--- src/rtl/ramp_pkg.sv ---
package ramp_pkg;
  localparam int unsigned NCH_DEF  = 8;
  localparam int unsigned CW_DEF   = 8;
  localparam int unsigned STEP_DEF = 16;

  // Clip a signed value into [lo, hi].
  function automatic int clamp(input int v, input int lo, input int hi);
    if (v < lo)      return lo;
    else if (v > hi) return hi;
    else             return v;
  endfunction
endpackage

--- src/rtl/wrap_counter.sv ---
module wrap_counter #(
  parameter int unsigned CW = ramp_pkg::CW_DEF
) (
  input  logic          clk,
  input  logic          rst,
  output logic [CW-1:0] cnt,
  output logic          wrap
);
  localparam logic [CW-1:0] TOP = '1;

  always_ff @(posedge clk) begin
    if (rst) cnt <= '0;
    else     cnt <= cnt + CW'(1);
  end

  assign wrap = (cnt == TOP);


  wrap_zero_chk: assert property (@(posedge clk) disable iff (rst)
    (cnt == TOP) |=> (cnt == '0));
endmodule

--- src/rtl/duty_channel.sv ---
module duty_channel #(
  parameter int unsigned CW = ramp_pkg::CW_DEF
) (
  input  logic          clk,
  input  logic          rst,
  input  logic [CW-1:0] duty_in,
  output logic          pwm,
  output logic [CW-1:0] phase
);
  logic          at_wrap;
  logic [CW-1:0] duty_q;

  wrap_counter #(.CW(CW)) u_cnt (
    .clk  (clk),
    .rst  (rst),
    .cnt  (phase),
    .wrap (at_wrap)
  );

  always_ff @(posedge clk) begin
    if (rst)          duty_q <= '0;
    else if (at_wrap) duty_q <= duty_in;
  end

  assign pwm = (phase < duty_q);


  duty_hold_chk: assert property (@(posedge clk) disable iff (rst)
    !at_wrap |=> $stable(duty_q));

  off_at_zero_chk: assert property (@(posedge clk) disable iff (rst)
    (duty_q == '0) |-> !pwm);

  wrap_gap_chk: assert property (@(posedge clk) disable iff (rst)
    at_wrap |-> !pwm);
endmodule

--- src/rtl/vee_profile.sv ---
module vee_profile #(
  parameter int unsigned NCH   = ramp_pkg::NCH_DEF,
  parameter int unsigned CW    = ramp_pkg::CW_DEF,
  parameter int unsigned PIVOT = 0,
  parameter int unsigned STEP  = ramp_pkg::STEP_DEF
) (
  input  logic [CW-1:0]           base,
  output logic [NCH-1:0][CW-1:0]  duty
);
  localparam int MAXV = (1 << CW) - 1;

  for (genvar g = 0; g < NCH; g++) begin : g_ch
    // Offset of channel g from the base value: falls by STEP per index
    // down to the pivot, then climbs by STEP per index past it.
    localparam int OFF = (g <= PIVOT) ? -(int'(STEP) * g)
                                      : int'(STEP) * (g - 2 * int'(PIVOT));
    always_comb begin
      duty[g] = CW'(ramp_pkg::clamp(int'(base) + OFF, 0, MAXV));
    end
  end
endmodule

--- src/rtl/led_ramp_pwm.sv ---
module led_ramp_pwm #(
  parameter int unsigned NCH   = ramp_pkg::NCH_DEF,
  parameter int unsigned CW    = ramp_pkg::CW_DEF,
  parameter int unsigned PIVOT = 0,
  parameter int unsigned STEP  = ramp_pkg::STEP_DEF
) (
  input  logic           clk,
  input  logic           rst,
  input  logic [CW-1:0]  sw_level,
  output logic [NCH-1:0] led_pwm
);
  logic [NCH-1:0][CW-1:0] duty_w;
  logic [NCH-1:0][CW-1:0] phase_w;

  vee_profile #(.NCH(NCH), .CW(CW), .PIVOT(PIVOT), .STEP(STEP)) u_prof (
    .base (sw_level),
    .duty (duty_w)
  );

  for (genvar g = 0; g < NCH; g++) begin : g_lane
    duty_channel #(.CW(CW)) u_chan (
      .clk     (clk),
      .rst     (rst),
      .duty_in (duty_w[g]),
      .pwm     (led_pwm[g]),
      .phase   (phase_w[g])
    );


    phase_sync_chk: assert property (@(posedge clk) disable iff (rst)
      phase_w[g] == phase_w[0]);

    if (g + 1 < NCH) begin : g_ord
      if (g < PIVOT) begin : g_fall

        fall_order_chk: assert property (@(posedge clk) disable iff (rst)
          duty_w[g] >= duty_w[g+1]);
      end else begin : g_rise

        rise_order_chk: assert property (@(posedge clk) disable iff (rst)
          duty_w[g+1] >= duty_w[g]);
      end
    end
  end


  base_pass_chk: assert property (@(posedge clk) disable iff (rst)
    duty_w[0] == sw_level);

  reset_dark_chk: assert property (@(posedge clk) disable iff (rst)
    $fell(rst) |-> (led_pwm == '0));
endmodule

--- config.mk ---
export PLATFORM = sky130hd
export DESIGN_NAME = led_ramp_pwm
export DESIGN_NICKNAME = d
export VERILOG_FILES = /design/src/rtl/ramp_pkg.sv /design/src/rtl/wrap_counter.sv /design/src/rtl/duty_channel.sv /design/src/rtl/vee_profile.sv /design/src/rtl/led_ramp_pwm.sv
export SDC_FILE = /design/constraint.sdc
export NUM_CORES = 1
export LEC_CHECK = 0
export BUFFER_PORTS_ARGS = -buffer_cell sky130_fd_sc_hd__buf_2
export CAP_MARGIN = 20
export CORE_ASPECT_RATIO = 1.4
export CORE_MARGIN = 3
export CORE_UTILIZATION = 55
export CTS_BUF_LIST = sky130_fd_sc_hd__clkbuf_8 sky130_fd_sc_hd__clkbuf_16
export CTS_CLUSTER_SIZE = 28
export DETAILED_ROUTE_END_ITERATION = 16
export PLACE_DENSITY_LB_ADDON = 0.3
export SYNTH_ARGS = -nofsm -noshare
export SYNTH_HDL_FRONTEND = slang
export SYNTH_SLANG_ARGS = --single-unit
export TNS_END_PERCENT = 100
--- constraint.sdc ---
create_clock -name clk -period 3.1 [get_ports clk]
set_clock_uncertainty 0.2 [all_clocks]
set_input_delay 0.62 -clock clk [delete_from_list [all_inputs] [get_ports clk]]
set_output_delay 0.62 -clock clk [all_outputs]
set_load 0.02 [all_outputs]
==> results.py <==
metrics = {
    "synth": {
        "postSynthAreaPerCell_um2": 8.96,
        "netlist_top_cells_area": "dfxtp_1 39%, ha_1 14%, nor2_1 4.7%",
        "syn-num-nets": 809,
        "netlist_area_um2": 6490,
        "syn_inst": 724,
        "yosysWarnings": 0,
        "synthTopCellsByCount": "128 x dfxtp_1, 82 x nor2_1, 75 x ha_1",
        "synth.distinct_cells": 41,
        "ys_seq_area_frac": 0.395,
        "ys_ff_latch": 128,
        "synth_edf_count": 0,
        "yosys.area.top_type": "dfxtp_1",
        "yosysMostFrequentCell": "dfxtp_1",
        "async_flop_share": 0,
        "yosys.area.top_type_share": 0.395,
        "ys.flop_type": "dfxtp_1",
    },
    "place": {
        "finalWeightedCongestion": 0.925,
        "dp_hpwl_mm": 9.43,
        "port_buffers": 17,
    },
    "global_route": {
        "grt_use_total": 0.210,
        "antenna_found_initial": 0,
        "grt_pass1_wl_mm": 22.8,
        "grt_pass1_vias": 5134,
        "overflow": 0,
        "grt_max_degree": 92,
    },
    "finish": {
        "fin_nets": 823,
        "antenna_cells": 0,
        "syn2layout_area_growth_pct": 11.3,
        "drive_gt1_frac": 0.101,
    },
    "critical_path": {
        "critPathLaunchType": "flop",
        "crit_required_ns": 2.28,
        "critical_path_class": "reg -> out",
        "worstPathArrival_ns": 1.93,
        "critPathCaptureType": "output pin",
        "path_max_fanout": 2,
    },
    "timing": {
        "relSlewSlack": 0.372,
        "tightest_slew_ns": 0.942,
        "finalSetupViolCount": 0,
        "fmax_mhz": 363,
        "rsz0062_at_grt": "no",
        "setup_tns_ns": 0,
        "final-max-slew-violation-count": 0,
        "final-hold-violation-count": 0,
        "final.min_clock_period_ns": 2.75,
        "fin_crit_sh": 0.888,
    },
    "pwr": {
        "irDropWorstVdd_mv": 0.415,
        "power.density_nw_per_um2": 526,
        "power_leakage_nw": 2.85,
        "total_power_w": 0.00380,
    },
    "flow_run": {
        "max_cap_viol_count": 0,
    },
    "floorplanning": {
        "rows": 46,
        "die_area_um2": 13200,
        "io_pins": 18,
        "chipHeight_um": 135,
        "die_w_um": 97.8,
        "core_um2": 11500,
        "initial_core_util": 0.566,
    },
    "route": {
        "vias_per_cell": 5.74,
        "wl_per_cell_um": 15.0,
        "firstDrtPassIters": 4,
        "wl_mm": 13.4,
        "drtAntennaViolNets": 0,
        "vias": 5126,
        "drt-initial-drc-count": 248,
        "drc": 0,
    },
    "clock_tree": {
        "insertion_delay_ns": 0.41,
        "post-cts-setup-buffers": 0,
        "cts_inserted_buffers": 17,
        "cts_resized": 0,
        "cts_tree": "yes",
        "h-tree-depth": 4,
        "root_buffer": "clkbuf_16",
        "cts.reportedPaths.clkPinSlew_ns": 0.05,
        "cts_buffer_depth": 2,
        "cts.sinks": 128,
        "postCtsHoldBufs": 0,
    },
    "outcome": {
        "status": "finished, final reports clean",
    },
    "hold_path": {
        "min_path_type": "reg -> reg",
    },
}
## cell families after synthesis
logic type                 synth area share
AOI/OAI and AO/OA                     0.180
adders and majority gates             0.145
buffers and inverters                0.0629
DFF                                   0.395
and+or+nand+nor                       0.147
xor gates and xnor gates             0.0567
muxes                                0.0139
## registers in the layout, summed over array words and instances, names as in the netlist
signal                   flops
g_lane.u_chan.u_cnt.cnt     64
g_lane.u_chan.duty_q        64
## area by class of cell
type                       instances  area (um2)
tap                              144         180
clock inverter                     9        68.8
clock buffer                      21         480
multi-input combinational        496        3520
inverter                          69         259
sequential                       128        2560
timing repair buffer              26         153
fill                             937        4230
## metal layers
layer / global-route usage / part of all wire / up-vias
met1: 0.233 / 0.43 / 2407
met2: 0.385 / 0.52 / 121
met4: 0.0924 / 0.023 / 0
li1: - / - / 2570
met3: 0.0434 / 0.033 / 28
met5: 0 / 0 / -
## through the flow
| stage | util | hold WS [ns] | setup slack, ns | instances | area, um2 |
|---|---|---|---|---|---|
| 6_report | 0.630 | 0.252 | 0.346 | 893 | 7220 |
| 5_1_grt | 0.630 | 0.274 | 0.242 | 893 | 7220 |
| 4_1_cts | 0.630 | 0.258 | 0.330 | 893 | 7220 |
| 3_5_place_dp | 0.582 | 0.246 | 0.324 | 863 | 6670 |
| 3_3_place_gp | 0.582 | 0.239 | 0.419 | 863 | 6670 |
| 2_1_floorplan | - | 0.225 | 0.247 | 724 | 6490 |
## critical path, stage by stage (launching register included)
cell,delay (ns)
dfxtp_1,0.32
inv_1,0.05
ha_1,0.30
a21o_1,0.18
a21oi_1,0.15
o31ai_1,0.09
a31oi_1,0.23
buf_2,0.21
## placed cells by master (no fill, tap or decap), types with 2 or more instances in the layout
master     instances
nand2b_1           9
o221a_2           16
a311oi_1          15
clkbuf_16         17
nor3_1             6
xnor2_1           16
or3_1             15
nor2b_1            9
inv_1             71
ha_1              75
a31oi_1           18
nor2_1            82
buf_2             17
nor3_2             2
clkinv_2           4
o31ai_1            8
a211oi_1          10
buf_4              9
nand4_1            6
mux2i_1            9
nand2_1           26
a21oi_1           39
dfxtp_1          128
xor2_1            26
clkbuf_8           4
o21ai_0           37
a21o_1            16
and3_1             6
nand3_1           38
## where the power goes
part           total (W)  switching (W)  internal (W)
Clock            0.00183       0.000664       0.00116
Sequential       0.00170      0.0000310       0.00167
Combinational   0.000268       0.000167      0.000101
## path summary, 6_finish.rpt
| kind | from | endpoint | slack (ns) | cells past startpoint |
|---|---|---|---|---|
| setup / recovery | g_lane[2].u_chan.duty_q[4]$_SDFFE_PP0N_ | led_pwm[2] | 0.35 | 7 |
| hold / removal | g_lane[1].u_chan.u_cnt.cnt[0]$_SDFF_PP0_ | g_lane[1].u_chan.u_cnt.cnt[0]$_SDFF_PP0_ | 0.25 | 1 |
| setup reg to reg | g_lane[0].u_chan.u_cnt.cnt[0]$_SDFF_PP0_ | g_lane[0].u_chan.duty_q[0]$_SDFFE_PP0N_ | 0.96 | 5 |
| hold reg to reg | g_lane[1].u_chan.u_cnt.cnt[0]$_SDFF_PP0_ | g_lane[1].u_chan.u_cnt.cnt[0]$_SDFF_PP0_ | 0.25 | 1 |
No activity file was read; power rests on OpenSTA's default activity.
